`src/rtl/hsr_pkg.sv`:
```
package hsr_pkg;

    // Output format selection; encoding is fixed by the mode port.
    typedef enum logic [1:0] {
        MODE_PASS_SUB  = 2'b00,
        MODE_FIXED     = 2'b01,
        MODE_FREE      = 2'b10,
        MODE_PASS_ONLY = 2'b11
    } hsr_mode_e;

    // Input sync seen by the datapath: registered level and edge strobe.
    typedef struct packed {
        logic level;
        logic rise;
    } sync_evt_t;

    // Margin added to the measured period is hper >> MARGIN_SHIFT.
    localparam int MARGIN_SHIFT = 4;

    function automatic logic mode_free_run(hsr_mode_e m);
        return m == MODE_FREE;
    endfunction

    function automatic logic mode_substitutes(hsr_mode_e m);
        return m != MODE_PASS_ONLY;
    endfunction

    function automatic logic mode_edge_triggers(hsr_mode_e m);
        return m == MODE_FIXED;
    endfunction

endpackage

```
`src/rtl/hsr_sync_edge.sv`:
```
module hsr_sync_edge
    import hsr_pkg::*;
(
    input  logic      clk,
    input  logic      rst,
    input  logic      sync_in,
    output sync_evt_t evt
);
    logic prev_q;

    always_ff @(posedge clk) begin
        if (rst) prev_q <= 1'b0;
        else     prev_q <= sync_in;
    end

    assign evt.level = prev_q;
    assign evt.rise  = sync_in & ~prev_q;

endmodule

```
`src/rtl/hsr_watchdog.sv`:
```
module hsr_watchdog
    import hsr_pkg::*;
#(
    parameter int CNT_W = 12
) (
    input  logic             clk,
    input  logic             rst,
    input  logic             rise,
    input  logic             free_run,
    input  logic             subst_en,
    input  logic [CNT_W-1:0] hper,
    input  logic [CNT_W-1:0] hfp,
    output logic             strobe
);
    localparam int RW = CNT_W + 1;

    logic [RW-1:0] cnt_q;
    logic [RW-1:0] reload;
    logic          at_zero;
    logic          sync_load;

    assign reload    = free_run ? {1'b0, hfp}
                                : {1'b0, hper} + RW'(hper >> MARGIN_SHIFT);
    assign at_zero   = (cnt_q == '0);
    assign sync_load = rise & ~free_run;
    assign strobe    = at_zero & ~sync_load & subst_en;

    always_ff @(posedge clk) begin
        if (rst)                       cnt_q <= reload;
        else if (sync_load || at_zero) cnt_q <= reload;
        else                           cnt_q <= cnt_q - RW'(1);
    end

    assert_sync_beats_zero_R9: assert property (@(posedge clk) disable iff (rst)
        (rise && !free_run) |-> !strobe);

    assert_reload_on_zero_R3: assert property (@(posedge clk) disable iff (rst)
        (!rst && at_zero) |=> (cnt_q == $past(reload)));

    assert_countdown_R3: assert property (@(posedge clk) disable iff (rst)
        (!rst && !at_zero && !sync_load) |=> (cnt_q == $past(cnt_q) - RW'(1)));

endmodule

```
`src/rtl/hsr_pulse_timer.sv`:
```
module hsr_pulse_timer #(
    parameter int PW_W = 8
) (
    input  logic            clk,
    input  logic            rst,
    input  logic            trig,
    input  logic [PW_W-1:0] width,
    output logic            active
);
    logic [PW_W-1:0] left_q;

    always_ff @(posedge clk) begin
        if (rst)                 left_q <= '0;
        else if (trig)           left_q <= width;
        else if (left_q != '0)   left_q <= left_q - PW_W'(1);
    end

    assign active = (left_q != '0);

    assert_pulse_starts_R4: assert property (@(posedge clk) disable iff (rst)
        (!rst && trig && width != '0) |=> active);

    assert_idle_stays_R4: assert property (@(posedge clk) disable iff (rst)
        (!rst && !trig && !active) |=> !active);

endmodule

```
`src/rtl/hsync_regen.sv`:
```
module hsync_regen
    import hsr_pkg::*;
#(
    parameter int CNT_W = 12,
    parameter int PW_W  = 8
) (
    input  logic             clk,
    input  logic             rst,
    input  logic             sync_in,
    input  logic [CNT_W-1:0] hper,
    input  logic [CNT_W-1:0] hfp,
    input  logic [PW_W-1:0]  pulse_width,
    input  logic [1:0]       mode,
    output logic             hsync_out
);
    hsr_mode_e mode_e;
    sync_evt_t evt;
    logic      strobe;
    logic      trig;
    logic      pulse_on;

    assign mode_e = hsr_mode_e'(mode);

    hsr_sync_edge u_edge (
        .clk     (clk),
        .rst     (rst),
        .sync_in (sync_in),
        .evt     (evt)
    );

    hsr_watchdog #(.CNT_W(CNT_W)) u_wdog (
        .clk      (clk),
        .rst      (rst),
        .rise     (evt.rise),
        .free_run (mode_free_run(mode_e)),
        .subst_en (mode_substitutes(mode_e)),
        .hper     (hper),
        .hfp      (hfp),
        .strobe   (strobe)
    );

    assign trig = strobe | (evt.rise & mode_edge_triggers(mode_e));

    hsr_pulse_timer #(.PW_W(PW_W)) u_pulse (
        .clk    (clk),
        .rst    (rst),
        .trig   (trig),
        .width  (pulse_width),
        .active (pulse_on)
    );

    always_comb begin
        unique case (mode_e)
            MODE_PASS_SUB:  hsync_out = evt.level | pulse_on;
            MODE_FIXED:     hsync_out = pulse_on;
            MODE_FREE:      hsync_out = pulse_on;
            MODE_PASS_ONLY: hsync_out = evt.level;
            default:        hsync_out = 1'b0;
        endcase
    end

    assert_no_strobe_pass_only_R8: assert property (@(posedge clk) disable iff (rst)
        (mode_e == MODE_PASS_ONLY) |-> !strobe);

endmodule

```
`config.mk`:
```
export PLATFORM = sky130hd
export DESIGN_NAME = hsync_regen
export DESIGN_NICKNAME = d
export VERILOG_FILES = /design/src/rtl/hsr_pkg.sv /design/src/rtl/hsr_sync_edge.sv /design/src/rtl/hsr_watchdog.sv /design/src/rtl/hsr_pulse_timer.sv /design/src/rtl/hsync_regen.sv
export SDC_FILE = /design/constraint.sdc
export NUM_CORES = 1
export LEC_CHECK = 0
export BUFFER_PORTS_ARGS = -buffer_cell sky130_fd_sc_hd__buf_2
export CORE_ASPECT_RATIO = 0.5
export CORE_MARGIN = 5
export CORE_UTILIZATION = 30
export DETAILED_ROUTE_END_ITERATION = 16
export SLEW_MARGIN = 5
export SYNTH_ARGS = -nofsm -noshare
export SYNTH_HDL_FRONTEND = slang
export SYNTH_SLANG_ARGS = --single-unit
export TNS_END_PERCENT = 30
```
`constraint.sdc`:
```
create_clock -name clk -period 2.3 [get_ports clk]
set_input_delay 0.23 -clock clk [delete_from_list [all_inputs] [get_ports clk]]
set_output_delay 0.23 -clock clk [all_outputs]
set_load 0.03 [all_outputs]
```
==> reports/metrics.csv <==
metric;value;unit
status;completed;
vias;1673;
gp_congestion;0.8690;
synthTopCellsByArea;dfxtp_1 (25%), ha_1 (11%), nor2_1 (4.5%);
cts_tree;built;
crit_arrival;2.33;ns
synth_top_area_share;25.14;%
synth-main-ff-cell;dfxtp_1;
hpwlAfterDp;3.389;mm
start_kind;flop;
pwr_density_cell;858.4;nW/um2
die_w;118.1;um
drv_cap;0;
syn_inst;212;
h-tree-depth;1;
synth-edff-count;0;
period_share;94.02;%
postCtsHoldBufs;0;
io_pins;38;
ys_ff_latch;22;
core;5563;um2
design.die.area;7560;um2
async_flop_share;0;%
std_cell_rows;19;
timing.fmax;0.4624;GHz
syn_nets;265;
yosysWarnings;0;
finalHoldViolCount;0;
dp.cells;322;
grt_pass1_wl;7.245;mm
antenna_cells_inserted;0;
clk_latency;0.25;ns
post-route-min-period;2.162;ns
yosysTopAreaCell;dfxtp_1;
grt_usage;11.16;%
numCtsBuffers;3;
finalSetupViolCount;0;
synth_area;1752;um2
clockRootBuffer;clkbuf_16;
worstPathMaxFanout;5;
dieHeight;64.03;um
drt_iter0_markers;100;
grt_pass1_vias;1654;
post_route_cells_drive_above_1_share;24.11;%
critPathRequiredTime;2.46;ns
ctsResizeCount;0;
max_slew.worst_pin.slew;0.5762;ns
rsz0062_at_grt;no;
cts_max_path_buffers;2;
grt-ovfl-total;0;
ant_nets;0;
avgSynthCellArea;8.263;um2
cp-end-kind;flop;
slew_violations;0;
cts_sinks;22;
clk_transition_reported_paths;0.06;ns
cts_setup_buffers;0;
ys_types;47;
numPortBuffers;37;
wl_per_cell;12.75;um
leakage;0.9272;nW
antenna_found_initial;0;
drt_wl_total;4.158;mm
setup_tns;0;ns
grt_max_degree;16;
relSlewSlack;61.58;%
final_cells;326;
clock_skew;0.003338;ns
hold_class;input pin to flop;
fin_nets;307;
worstSetupPathType;flop to flop;
firstDrtPassIters;5;
seq_area_frac_synth;25.14;%
areaGrowthSynthToFinish;22.86;%
drc;0;
initial_core_util;31.49;%
viasPerCell;5.132;
irDropWorstVdd;0.0005891;V
layer usage:
layer / up-vias / GRT usage (%) / wire length (um)
li1: 861 / - / -
met3: 4 / 2.026 / 157
met1: 768 / 14.94 / 2141
met4: 0 / 3.433 / 54
met5: - / 0 / 0
met2: 40 / 18.42 / 1805
cells in the mapped netlist, types with 3 or more instances:
| library cell | instances |
|---|---|
| nor2b_1 | 3 |
| mux2i_1 | 5 |
| xnor2_1 | 9 |
| a211oi_1 | 7 |
| nor2_1 | 21 |
| a31oi_1 | 3 |
| xor2_1 | 7 |
| ha_1 | 15 |
| nor3b_1 | 3 |
| dfxtp_1 | 22 |
| nand2b_1 | 3 |
| buf_2 | 3 |
| and3_1 | 3 |
| o21ai_0 | 15 |
| nor3_1 | 6 |
| o211ai_1 | 6 |
| inv_1 | 8 |
| nand2_1 | 18 |
| mux2_2 | 5 |
| nand3_1 | 8 |
| a21oi_1 | 9 |
| clkbuf_1 | 3 |
cell families after synthesis:
kind of cell | Yosys count | share of synthesized area, %
fa+ha+maj | 16 | 11.86
flops | 22 | 25.14
mux | 10 | 6.071
xor+xnor | 16 | 8.000
compound gates | 53 | 19.71
simple gates | 81 | 26.00
buf+inv | 14 | 3.214
final cells by class:
cell class                 instances  area, um2
fill                             577       3411
multi-input combinational        176       1255
sequential                        22      440.4
timing repair buffer              43      230.2
tap                               73      91.34
clock buffer                       3      75.07
clock inverter                     1      30.03
inverter                           8      30.03
final timing paths:
check / start / to / slack, ns / depth (start not counted)
min reg2reg: u_pulse.left_q[7]$_SDFFE_PP0P_ / u_pulse.left_q[6]$_SDFFE_PP0P_ / 0.55 / 2
max: u_pulse.left_q[0]$_SDFFE_PP0P_ / u_pulse.left_q[3]$_SDFFE_PP0P_ / 0.14 / 7
max reg2reg: u_pulse.left_q[0]$_SDFFE_PP0P_ / u_pulse.left_q[3]$_SDFFE_PP0P_ / 0.14 / 7
min: pulse_width[4] / u_pulse.left_q[4]$_SDFFE_PP0P_ / 0.22 / 3
per-stage QoR:
stage          hold WS, ns  utilization (%)  total power, mW  instance area, um2  worst slack, ns
5_1_grt             0.2261            38.69            2.008                2152          0.03615
6_report            0.2174            38.69            1.847                2152           0.1375
3_3_place_gp        0.4612            36.80            1.357                2047           0.1237
3_5_place_dp        0.4700            36.80            1.370                2047          0.08572
2_1_floorplan       0.3582                -            1.180                1752           0.2832
4_1_cts             0.2145            38.69            1.862                2152           0.1288
state kept, by name, summed over array words and instances (netlist names):
| name | flops |
|---|---|
| u_edge.prev_q | 1 |
| u_pulse.left_q | 8 |
| u_wdog.cnt_q | 13 |
power breakdown:
part / switching [mW] / total, mW / internal, mW
sequential: 0.125 / 0.614 / 0.489
clock: 0.135 / 0.481 / 0.345
combinational: 0.365 / 0.753 / 0.388
critical path, stage by stage, from the launching register on:
cell,delay (ns)
dfxtp_1,0.34
inv_1,0.06
ha_1,0.21
or4b_4,0.52
or4_4,0.45
and2_4,0.16
xnor2_1,0.11
a211oi_1,0.23
layout by cell type (no fill, tap or decap), types with 8 or more instances in the layout:
cell type and instances:
buf_2 37, dfxtp_1 22, nor2_1 21, nand2_1 18
o21ai_0 15, ha_1 15, xnor2_1 9, a21oi_1 9
inv_1 8, nand3_1 8
(Power assumes the default switching activity.)
